$ cat config.mk
export PLATFORM = sky130hd
export DESIGN_NAME = cfg_xlate_top
export DESIGN_NICKNAME = d
export VERILOG_FILES = /design/src/rtl/cfg_xlate_pkg.sv /design/src/rtl/cfg_xlate_decode.sv /design/src/rtl/cfg_xlate_lanes.sv /design/src/rtl/cfg_xlate_top.sv
export SDC_FILE = /design/constraint.sdc
export NUM_CORES = 1
export LEC_CHECK = 0
export ABC_AREA = 1
export CAP_MARGIN = 20
export CORE_MARGIN = 2
export CORE_UTILIZATION = 49
export DETAILED_ROUTE_END_ITERATION = 8
export GPL_TIMING_DRIVEN = 0
export PLACE_DENSITY = 0.85
export RECOVER_POWER = 25
export REMOVE_ABC_BUFFERS = 1
export SYNTH_ARGS = -nofsm -noshare
export SYNTH_HDL_FRONTEND = slang
export SYNTH_SLANG_ARGS = --single-unit
$ cat constraint.sdc
create_clock -name clk -period 8.2 [get_ports clk]
set_input_delay 1.64 -clock clk [delete_from_list [all_inputs] [get_ports clk]]
set_output_delay 1.64 -clock clk [all_outputs]
set_load 0.01 [all_outputs]
$ cat src/rtl/cfg_xlate_pkg.sv
package cfg_xlate_pkg;
  localparam int DW    = 32;
  localparam int BUS_W = 8;
  localparam int DEV_W = 5;
  localparam int FN_W  = 3;
  localparam int OFF_W = 12;

  typedef enum logic [1:0] {
    SZ_BYTE = 2'd0,
    SZ_HALF = 2'd1,
    SZ_WORD = 2'd2
  } acc_size_t;

  typedef enum logic [2:0] {
    ST_IDLE,
    ST_RD,
    ST_WR,
    ST_ERR,
    ST_DONE
  } xl_state_t;
endpackage

$ cat src/rtl/cfg_xlate_decode.sv
module cfg_xlate_decode
  import cfg_xlate_pkg::*;
#(
  parameter int NUM_PORTS = 3,
  parameter int AW        = 32
) (
  input  logic [BUS_W-1:0]        bus,
  input  logic [DEV_W-1:0]        dev,
  input  logic [FN_W-1:0]         func,
  input  logic [OFF_W-1:0]        roff,
  input  logic                    legacy,
  input  logic [NUM_PORTS-1:0]    port_en,
  input  logic [NUM_PORTS*AW-1:0] port_base,
  input  logic [AW-1:0]           ext_base,
  output logic [AW-1:0]           addr,
  output logic                    err
);
  localparam int PK_W = 28;

  logic [NUM_PORTS-1:0] hit;
  logic [AW-1:0]        sel_base;
  logic [PK_W-1:0]      packed_off;
  logic                 on_root;

  for (genvar i = 0; i < NUM_PORTS; i++) begin : g_port
    assign hit[i] = port_en[i] && (dev == DEV_W'(i + 1));
  end

  always_comb begin
    sel_base = '0;
    for (int i = 0; i < NUM_PORTS; i++) begin
      if (hit[i]) sel_base = sel_base | port_base[i*AW +: AW];
    end
  end

  assign on_root    = (bus == '0);
  assign packed_off = {roff[11:8], bus, dev, func, roff[7:2], 2'b00};

  always_comb begin
    if (on_root) begin
      addr = sel_base + AW'({roff[OFF_W-1:2], 2'b00});
      err  = ~(|hit);
    end else begin
      addr = ext_base + AW'(packed_off);
      err  = legacy && (dev != '0);
    end
  end
endmodule

$ cat src/rtl/cfg_xlate_lanes.sv
module cfg_xlate_lanes
  import cfg_xlate_pkg::*;
(
  input  logic [DW-1:0] src,
  input  logic [1:0]    size,
  input  logic [1:0]    off,
  input  logic          fix,
  input  logic [DW-1:0] wdata,
  output logic [DW-1:0] rd_val,
  output logic [DW-1:0] merged
);
  localparam logic [7:0] BRIDGE_CLASS = 8'h04;

  logic [DW-1:0] fixed;
  logic [DW-1:0] shifted_b;
  logic [DW-1:0] shifted_h;

  assign fixed     = fix ? {src[31:24], BRIDGE_CLASS, src[15:0]} : src;
  assign shifted_b = fixed >> {off, 3'b000};
  assign shifted_h = fixed >> {off[1], 4'b0000};

  always_comb begin
    case (size)
      SZ_BYTE: rd_val = {24'h0, shifted_b[7:0]};
      SZ_HALF: rd_val = {16'h0, shifted_h[15:0]};
      default: rd_val = fixed;
    endcase
  end

  always_comb begin
    merged = src;
    case (size)
      SZ_BYTE: merged[{off, 3'b000} +: 8]     = wdata[7:0];
      SZ_HALF: merged[{off[1], 4'b0000} +: 16] = wdata[15:0];
      default: merged = wdata;
    endcase
  end
endmodule

$ cat src/rtl/cfg_xlate_top.sv
module cfg_xlate_top
  import cfg_xlate_pkg::*;
#(
  parameter int NUM_PORTS = 3,
  parameter int AW        = 32
) (
  input  logic                    clk,
  input  logic                    rst,
  input  logic                    legacy_mode,
  input  logic [NUM_PORTS-1:0]    port_en,
  input  logic [NUM_PORTS*AW-1:0] port_base,
  input  logic [AW-1:0]           ext_base,
  input  logic                    req_valid,
  output logic                    req_ready,
  input  logic                    req_write,
  input  logic [7:0]              req_bus,
  input  logic [4:0]              req_dev,
  input  logic [2:0]              req_func,
  input  logic [11:0]             req_off,
  input  logic [1:0]              req_size,
  input  logic [31:0]             req_wdata,
  output logic                    mem_req,
  output logic                    mem_we,
  output logic [AW-1:0]           mem_addr,
  output logic [31:0]             mem_wdata,
  input  logic                    mem_ack,
  input  logic [31:0]             mem_rdata,
  output logic                    done,
  output logic                    done_err,
  output logic [31:0]             done_rdata
);
  xl_state_t     st;
  logic [AW-1:0] dec_addr;
  logic          dec_err;
  logic          take;
  logic          is_fix;

  logic [AW-1:0] addr_q;
  logic          err_q, we_q, fix_q;
  logic [1:0]    size_q, off_q;
  logic [DW-1:0] wdata_q, word_q, rdata_q;

  logic [DW-1:0] lane_src, lane_rd, lane_merged;

  cfg_xlate_decode #(.NUM_PORTS(NUM_PORTS), .AW(AW)) u_dec (
    .bus(req_bus), .dev(req_dev), .func(req_func), .roff(req_off),
    .legacy(legacy_mode), .port_en(port_en), .port_base(port_base),
    .ext_base(ext_base), .addr(dec_addr), .err(dec_err)
  );

  assign lane_src = err_q ? '1 : mem_rdata;

  cfg_xlate_lanes u_lanes (
    .src(lane_src), .size(size_q), .off(off_q), .fix(fix_q),
    .wdata(wdata_q), .rd_val(lane_rd), .merged(lane_merged)
  );

  assign take   = req_valid && (st == ST_IDLE);
  assign is_fix = legacy_mode && !req_write && !dec_err &&
                  (req_bus == '0) && (req_off[11:2] == 10'd2);

  always_ff @(posedge clk) begin
    if (rst) begin
      st      <= ST_IDLE;
      addr_q  <= '0;
      err_q   <= 1'b0;
      we_q    <= 1'b0;
      fix_q   <= 1'b0;
      size_q  <= SZ_WORD;
      off_q   <= '0;
      wdata_q <= '0;
      word_q  <= '0;
      rdata_q <= '0;
    end else begin
      case (st)
        ST_IDLE: if (take) begin
          addr_q  <= dec_addr;
          err_q   <= dec_err;
          we_q    <= req_write;
          fix_q   <= is_fix;
          size_q  <= req_size;
          off_q   <= req_off[1:0];
          wdata_q <= req_wdata;
          st      <= dec_err ? ST_ERR : ST_RD;
        end
        ST_RD: if (mem_ack) begin
          if (we_q) begin
            word_q  <= lane_merged;
            rdata_q <= '0;
            st      <= ST_WR;
          end else begin
            rdata_q <= lane_rd;
            st      <= ST_DONE;
          end
        end
        ST_WR: if (mem_ack) st <= ST_DONE;
        ST_ERR: begin
          rdata_q <= we_q ? '0 : lane_rd;
          st      <= ST_DONE;
        end
        default: st <= ST_IDLE;
      endcase
    end
  end

  assign req_ready  = (st == ST_IDLE);
  assign mem_req    = (st == ST_RD) || (st == ST_WR);
  assign mem_we     = (st == ST_WR);
  assign mem_addr   = addr_q;
  assign mem_wdata  = word_q;
  assign done       = (st == ST_DONE);
  assign done_err   = err_q;
  assign done_rdata = rdata_q;
endmodule

# --- Word level (Yosys, flattened, before mapping) ---
# Cells that the tools add are included.
op_classes:
  n_bitwise: 3
  muxes: 20
  n_addsub: 4
  n_reduce_logical: 22
  n_eq_ne: 12
  n_shift: 6
ops:
  columns: ["op", "count"]
  rows:
  - ["2-to-1 mux 32 bit", 7]
  - ["case mux 32 bit (2 select lines)", 3]
  - ["bitwise mux 32 bit", 2]
  - ["bitwise OR 32 bit", 2]
  - ["adder 32 x 12 -> 32 bit", 1]
  - ["adder 32 x 28 -> 32 bit", 1]
  - ["variable shift 16 x 7 -> 32 bit (first input constant)", 1]
  - ["variable shift 8 x 7 -> 32 bit (first input constant)", 1]
  - ["variable part select 16 x 7 -> 32 bit", 1]
  - ["variable part select 8 x 7 -> 32 bit", 1]
  - [">> shifter 32 x 5 -> 16 bit", 1]
  - [">> shifter 32 x 5 -> 8 bit", 1]
  - ["2-to-1 mux 24 bit", 1]
  - ["negation 5 -> 7 bit", 2]
  - ["2-to-1 mux 3 bit", 4]
  - ["case mux 3 bit (4 select lines)", 1]
  - ["== test 10 x 2 -> 1 bit (second input constant)", 1]
  - ["== test 5 x 2 -> 1 bit (second input constant)", 2]
  - ["logical AND 1 bit", 9]
  - ["logical NOT 8 bit", 1]
  - ["== test 3 x 2 -> 1 bit (second input constant)", 2]
  - ["AND reduction 3 bit", 2]
  - ["== test 5 x 1 -> 1 bit (second input constant)", 1]
  - ["nonzero test 5 bit", 1]
  - ["15 further kinds", 18]
totals:
  output_inout_bits: 101
  input_bits: 231
  regBits: 138

# --- Logic depth before layout (Yosys ltp) ---
logic_depth:
  depth_word: 9
  mapped_depth: 24
  mapped_depth_nobuf: 24

# --- Hierarchy ---
# Synthesis repeated with hierarchy kept, for this count alone.
unflattened:
  cells_unflattened: 1999
  area_unflattened_um2: 11697.5
modules_own_cells:
  columns: ["mod", "cells_each", "area_per_inst_um2", "seq_area_each_um2", "n_inst"]
  rows:
  - ["cfg_xlate_top", 739, 5504.0, 2762.6, 1]
  - ["cfg_xlate_decode", 716, 3738.6, 0.0, 1]
  - ["cfg_xlate_lanes", 544, 2454.9, 0.0, 1]

# --- Least setup slack after synthesis ---
# No wires, ideal clock.
synth_path:
  kind: "input to register"
  start: "input port req_dev[3]"
  end: "register addr_q[10], in the netlist mem_addr[10]"
  arrival_time_ns: 4.236
  n_path_buf: 1
  cell_stages: 21
  slack_ns: 3.848
  required_ns: 8.084
  path_cell_list: "nor2_1 nand2_1 inv_2 nand2_1 inv_1 clkbuf_1 nand2_1 nand3_1 ha_1 inv_1 fa_1 o21ai_0 a21oi_1 o21ai_0 nand3_1 nand2_1 a21oi_1 o21ai_0 nand3_1 o211ai_1 inv_1"
synth_between:
  elab_chain_len: 9
synth_lines:
  columns: ["item", "line_no", "text"]
  rows:
  - ["start, declared", "cfg_xlate_top.sv:17", "input logic [4:0] req_dev,"]
  - ["== test 5 x 1 -> 1 bit", "cfg_xlate_decode.sv:26", "assign hit[i] = port_en[i] && (dev == DEV_W'(i + 1));"]
  - ["logical AND 1 bit", "cfg_xlate_decode.sv:26", null]
  - ["2-to-1 mux 32 bit", "cfg_xlate_decode.sv:32", "if (hit[i]) sel_base = sel_base | port_base[i*AW +: AW];"]
  - ["bitwise OR 32 bit", "cfg_xlate_decode.sv:32", null]
  - ["2-to-1 mux 32 bit", "cfg_xlate_decode.sv:32", null]
  - ["bitwise OR 32 bit", "cfg_xlate_decode.sv:32", null]
  - ["2-to-1 mux 32 bit *", "cfg_xlate_decode.sv:32", null]
  - ["adder 32 x 12 -> 32 bit *", "cfg_xlate_decode.sv:41", "addr = sel_base + AW'({roff[OFF_W-1:2], 2'b00});"]
  - ["2-to-1 mux 32 bit *", "cfg_xlate_decode.sv:40", "if (on_root) begin"]
  - ["end signal, assigned", "cfg_xlate_top.sv:77", "addr_q <= dec_addr;"]
  - ["end, declared", "cfg_xlate_top.sv:38", "logic [AW-1:0] addr_q;"]
# Every way passes the cells marked *; elsewhere a longest branch is shown, timed or not.
# A chain may end at the register's enable or synchronous reset.

# --- Worst setup path in the final report ---
layout_path:
  start: "input port req_dev[1]"
  end: "register addr_q[18], in the netlist mem_addr[18]"
layout_between:
  elab_chain_len: 9
layout_lines:
  columns: ["item", "line_no"]
  rows:
  - ["== test 5 x 1 -> 1 bit", "cfg_xlate_decode.sv:26"]
  - ["logical AND 1 bit", "cfg_xlate_decode.sv:26"]
  - ["2-to-1 mux 32 bit", "cfg_xlate_decode.sv:32"]
  - ["bitwise OR 32 bit", "cfg_xlate_decode.sv:32"]
  - ["2-to-1 mux 32 bit", "cfg_xlate_decode.sv:32"]
  - ["bitwise OR 32 bit", "cfg_xlate_decode.sv:32"]
  - ["2-to-1 mux 32 bit", "cfg_xlate_decode.sv:32"]
  - ["adder 32 x 12 -> 32 bit", "cfg_xlate_decode.sv:41"]
  - ["2-to-1 mux 32 bit *", "cfg_xlate_decode.sv:40"]
# Marks and branches as above.

==> summary.md <==
| Metric | Value |
|---|---|
| Final cell utilization of the core | `0.700` |
| Final Skew | `8.29 ps` |
| TritonCTS clock tree | `yes` |
| Startpoint-to-endpoint class of the critical path | `input pin to flop` |
| Critical path's most frequent cell | `sky130_fd_sc_hd__nand2_1` |
| Area fraction of the dominant cell type after synthesis | `0.274` |
| Arrival @ worst endpoint | `about 6000 ps` |
| EDFF count, synth | `0` |
| Count of nets after finishing | `around 2100` |
| Worst hold path type | `flop to flop` |
| Worst slew margin | `0.283` |
| Crit path setup slack, layout | `around 2500 ps` |
| Global-route wire length before repair | `between 60 and 70 mm` |
| Delay of the slowest critical-path stage | `710 ps` |
| Effective utilization at floorplan | `0.498` |
| Portion of the post-synthesis area used by sequential elements | `0.274` |
| Number of inserted diodes | `0` |
| Yosys top cell by area | `sky130_fd_sc_hd__dfxtp_1` |
| Clock latency of the later-clocked register in the worst-skew pair | `about 440 ps` |
| # resized after CTS | `0` |
| Synth async-reset ratio | `0` |
| Period utilisation layout | `0.690` |
| Instance count of the mapped netlist | `between 1500 and 2000` |
| Number of vias per cell after detailed routing | `5.84` |
| Final Critical Period | `between 5000 and 6000 ps` |
| Number of H-tree levels | `4` |
| Clock tree sinks | `138` |
| Number of buffers inserted during clock tree synthesis | `17` |
| Overall routed net length | `39.6 mm` |
| CP required | `between 8000 and 9000 ps` |
| Iteration-0 DRC count of the detailed router | `1003` |
| CP startpoint kind | `input pin` |
| Mapped Avg Cell Area | `6.34 µm²` |
| Worst VDD drop | `175 µV` |
| Synth unique cells | `52` |
| Number of failing hold endpoints at the final stage | `0` |
| Post-CTS repair timing setup buffer count | `0` |
| Die outline width | `147 µm` |
| Final routed DRC violation total | `0` |
| Antenna Nets Post-Route | `0` |
| Port bufs | `~330` |
| Post-synth design cell area | `10100 µm²` |
| Number of synthesized register bits | `138` |
| Routed wire length per instance | `18.4 µm` |
| Top-level I/O count | `between 300 and 400` |
| Cell Chain, Critical Path | `clkdlybuf4s50_1, nor3_4, nand2_1, inv_1, nand2_1, nand3_1, ha_1, inv_1, fa_1, o21ai_1, nand2_2, nor2_2, nand2_1, xnor2_1, nand2_1, a21oi_1` |
| Highest clock rate | `177 MHz` |
| Full die area | `21700 µm²` |
| Setup-failing EPs final | `0` |
| Kind of end point of the critical path | `flop` |
| RSZ-0062 raised after global routing | `false` |
| Dpl hpwl | `between 30 and 40 mm` |
| Placeable core area | `20200 µm²` |
| Tot GR Track Use | `0.357` |
| Std-Cell Rows | `52` |
| Number of vias after detailed routing | `between 10000 and 15000` |
| Count of filler cells inserted in the layout | `1726` |
| Setup slack at placement | `2210 ps` |
| Post-route setup TNS | `0 ps` |
| Pin count of the biggest net entering global routing | `65` |
| Placer Congestion | `just under 1` |
| Antenna violations before repair | `0` |
| Fraction of final layout cells sized beyond drive strength 1 | `0.0542` |
| Count of final max-slew check failures | `0` |
| Vias in the first global route | `roughly 12000` |
| Crit Path Max Fanout | `18` |
| Ys flop type | `sky130_fd_sc_hd__dfxtp_1` |
| Clock-pin transition on the worst setup and hold timing paths | `roughly 70 ps` |
| Critical Path Slowest Stage Cell | `sky130_fd_sc_hd__nor3_4` |
| Area contributors post-synth | `sky130_fd_sc_hd__dfxtp_1 27%, sky130_fd_sc_hd__nand2_1 13%, sky130_fd_sc_hd__o21ai_0 9.0%` |
| Total grt overflow | `0` |
| 1st-pass router iterations | `6` |
| Synth-to-Final Area Change | `40.6%` |
| Yosys warning count | `0` |
| Die outline height | `147 µm` |
| Post-cts hold buffer count | `0` |
| Top cells by count, synth | `358 x sky130_fd_sc_hd__nand2_1, 181 x sky130_fd_sc_hd__o21ai_0, 151 x sky130_fd_sc_hd__nor2_1, 148 x sky130_fd_sc_hd__inv_1, 145 x sky130_fd_sc_hd__a21oi_1` |
| PwrDens | `237 nW/µm²` |
| Result of the run | `finished clean` |
| Reported max-cap violation count | `0` |
| Most frequent cell after synthesis | `sky130_fd_sc_hd__nand2_1` |
| Leakage power total | `6.09 nW` |
| Actual transition at the worst max-transition pin | `1070 ps` |
| Root Buffer | `sky130_fd_sc_hd__clkbuf_16` |
| Longest Clk Path Bufs | `2` |
[per-layer routing]
| metal | GRT usage | wire (µm) | share of wire |
|---|---|---|---|
| met5 | 0 | 0 | 0 |
| met4 | 0.175 | 1910 | 0.048 |
| met3 | 0.0770 | 3740 | 0.094 |
| met2 | 0.605 | 18700 | 0.47 |
| met1 | 0.430 | 15200 | 0.38 |
[flip-flops by register name, indices dropped and copies added (netlist names)]
register / flops
done_err: 1
done_rdata: 32
fix_q: 1
mem_addr: 32
mem_wdata: 32
off_q: 2
size_q: 2
st: 3
wdata_q: 32
we_q: 1
[final cells by class]
| cell class | instances | area [µm²] | share of cell area |
|---|---|---|---|
| flip-flops and latches | 138 | 2760 | 0.195 |
| repair buffers | 339 | 3460 | 0.244 |
| inverters | 156 | 588 | 0.0415 |
| well taps | 270 | 338 | 0.0239 |
| clock inverters | 14 | 150 | 0.0106 |
| multi-input cells | 1218 | 6420 | 0.453 |
| clock buffers | 18 | 439 | 0.0310 |
[cell families after synthesis]
group           Yosys count  share of synthesized area
simple gates            716                      0.313
compound gates          450                      0.261
buf+inv                 232                     0.0896
flops                   138                      0.274
fa+ha+maj                43                     0.0549
xor+xnor                  9                    0.00783
[critical path, delay by kind of cell]
family                     cells  cell delay, ps
xor gates and xnor gates       1             240
AOI/OAI and AO/OA              2             500
adders and majority gates      2             650
buffers and inverters          3            1170
and+or+nand+nor                8            1790
[through the flow]
step / hold slack (ps) / power (W) / instances / cell area (µm²)
floorplan: 427 / 0.00180 / 1512 / 9750
global placement: 453 / 0.00248 / 2113 / 13400
detailed placement: 456 / 0.00255 / 2120 / 13500
CTS: 466 / 0.00333 / 2152 / 14100
global route: 481 / 0.00354 / 2153 / 14200
finish: 469 / 0.00336 / 2153 / 14200
[final timing paths]
| kind | startpoint | end | slack [ps] | cells after the start |
|---|---|---|---|---|
| worst min register to register | done_rdata[3] | done_rdata[3] | 470 | 2 |
| worst max-delay path | req_dev[1] | mem_addr[18] | 2540 | 16 |
| worst max register to register | off_q[1] | mem_wdata[17] | 4780 | 8 |
| worst min-delay path | done_rdata[3] | done_rdata[3] | 470 | 2 |
[placed cells by master, fill, tap and decap left out, types with 4 or more instances in the layout]
cell type and n:
sky130_fd_sc_hd__a21oi_1 145, sky130_fd_sc_hd__a221oi_1 4, sky130_fd_sc_hd__a31oi_1 14, sky130_fd_sc_hd__a41oi_1 4, sky130_fd_sc_hd__buf_12 4, sky130_fd_sc_hd__clkbuf_16 17
sky130_fd_sc_hd__clkdlybuf4s50_1 272, sky130_fd_sc_hd__dfxtp_1 138, sky130_fd_sc_hd__dlygate4sd3_1 59, sky130_fd_sc_hd__ha_1 41, sky130_fd_sc_hd__inv_1 147, sky130_fd_sc_hd__inv_2 5
sky130_fd_sc_hd__inv_6 5, sky130_fd_sc_hd__inv_8 5, sky130_fd_sc_hd__nand2_1 358, sky130_fd_sc_hd__nand2_2 7, sky130_fd_sc_hd__nand3_1 120, sky130_fd_sc_hd__nand3_2 14
sky130_fd_sc_hd__nand3b_1 4, sky130_fd_sc_hd__nand4_1 17, sky130_fd_sc_hd__nor2_1 150, sky130_fd_sc_hd__nor2_2 6, sky130_fd_sc_hd__nor2_4 7, sky130_fd_sc_hd__nor3_1 13
sky130_fd_sc_hd__o2111ai_1 9, sky130_fd_sc_hd__o211a_1 7, sky130_fd_sc_hd__o211ai_1 38, sky130_fd_sc_hd__o21a_1 5, sky130_fd_sc_hd__o21ai_0 181, sky130_fd_sc_hd__o21ai_1 4
sky130_fd_sc_hd__o21bai_1 7, sky130_fd_sc_hd__o221a_2 5, sky130_fd_sc_hd__o221ai_1 13, sky130_fd_sc_hd__or2_2 11, sky130_fd_sc_hd__xnor2_1 4, sky130_fd_sc_hd__xor2_1 5
[power by group]
part / internal, W / switching, W
Combinational: 0.000615 / 0.000954
Clock: 0.000416 / 0.000365
Sequential: 0.000859 / 0.000146
Power figures use the tool's default switching activity.
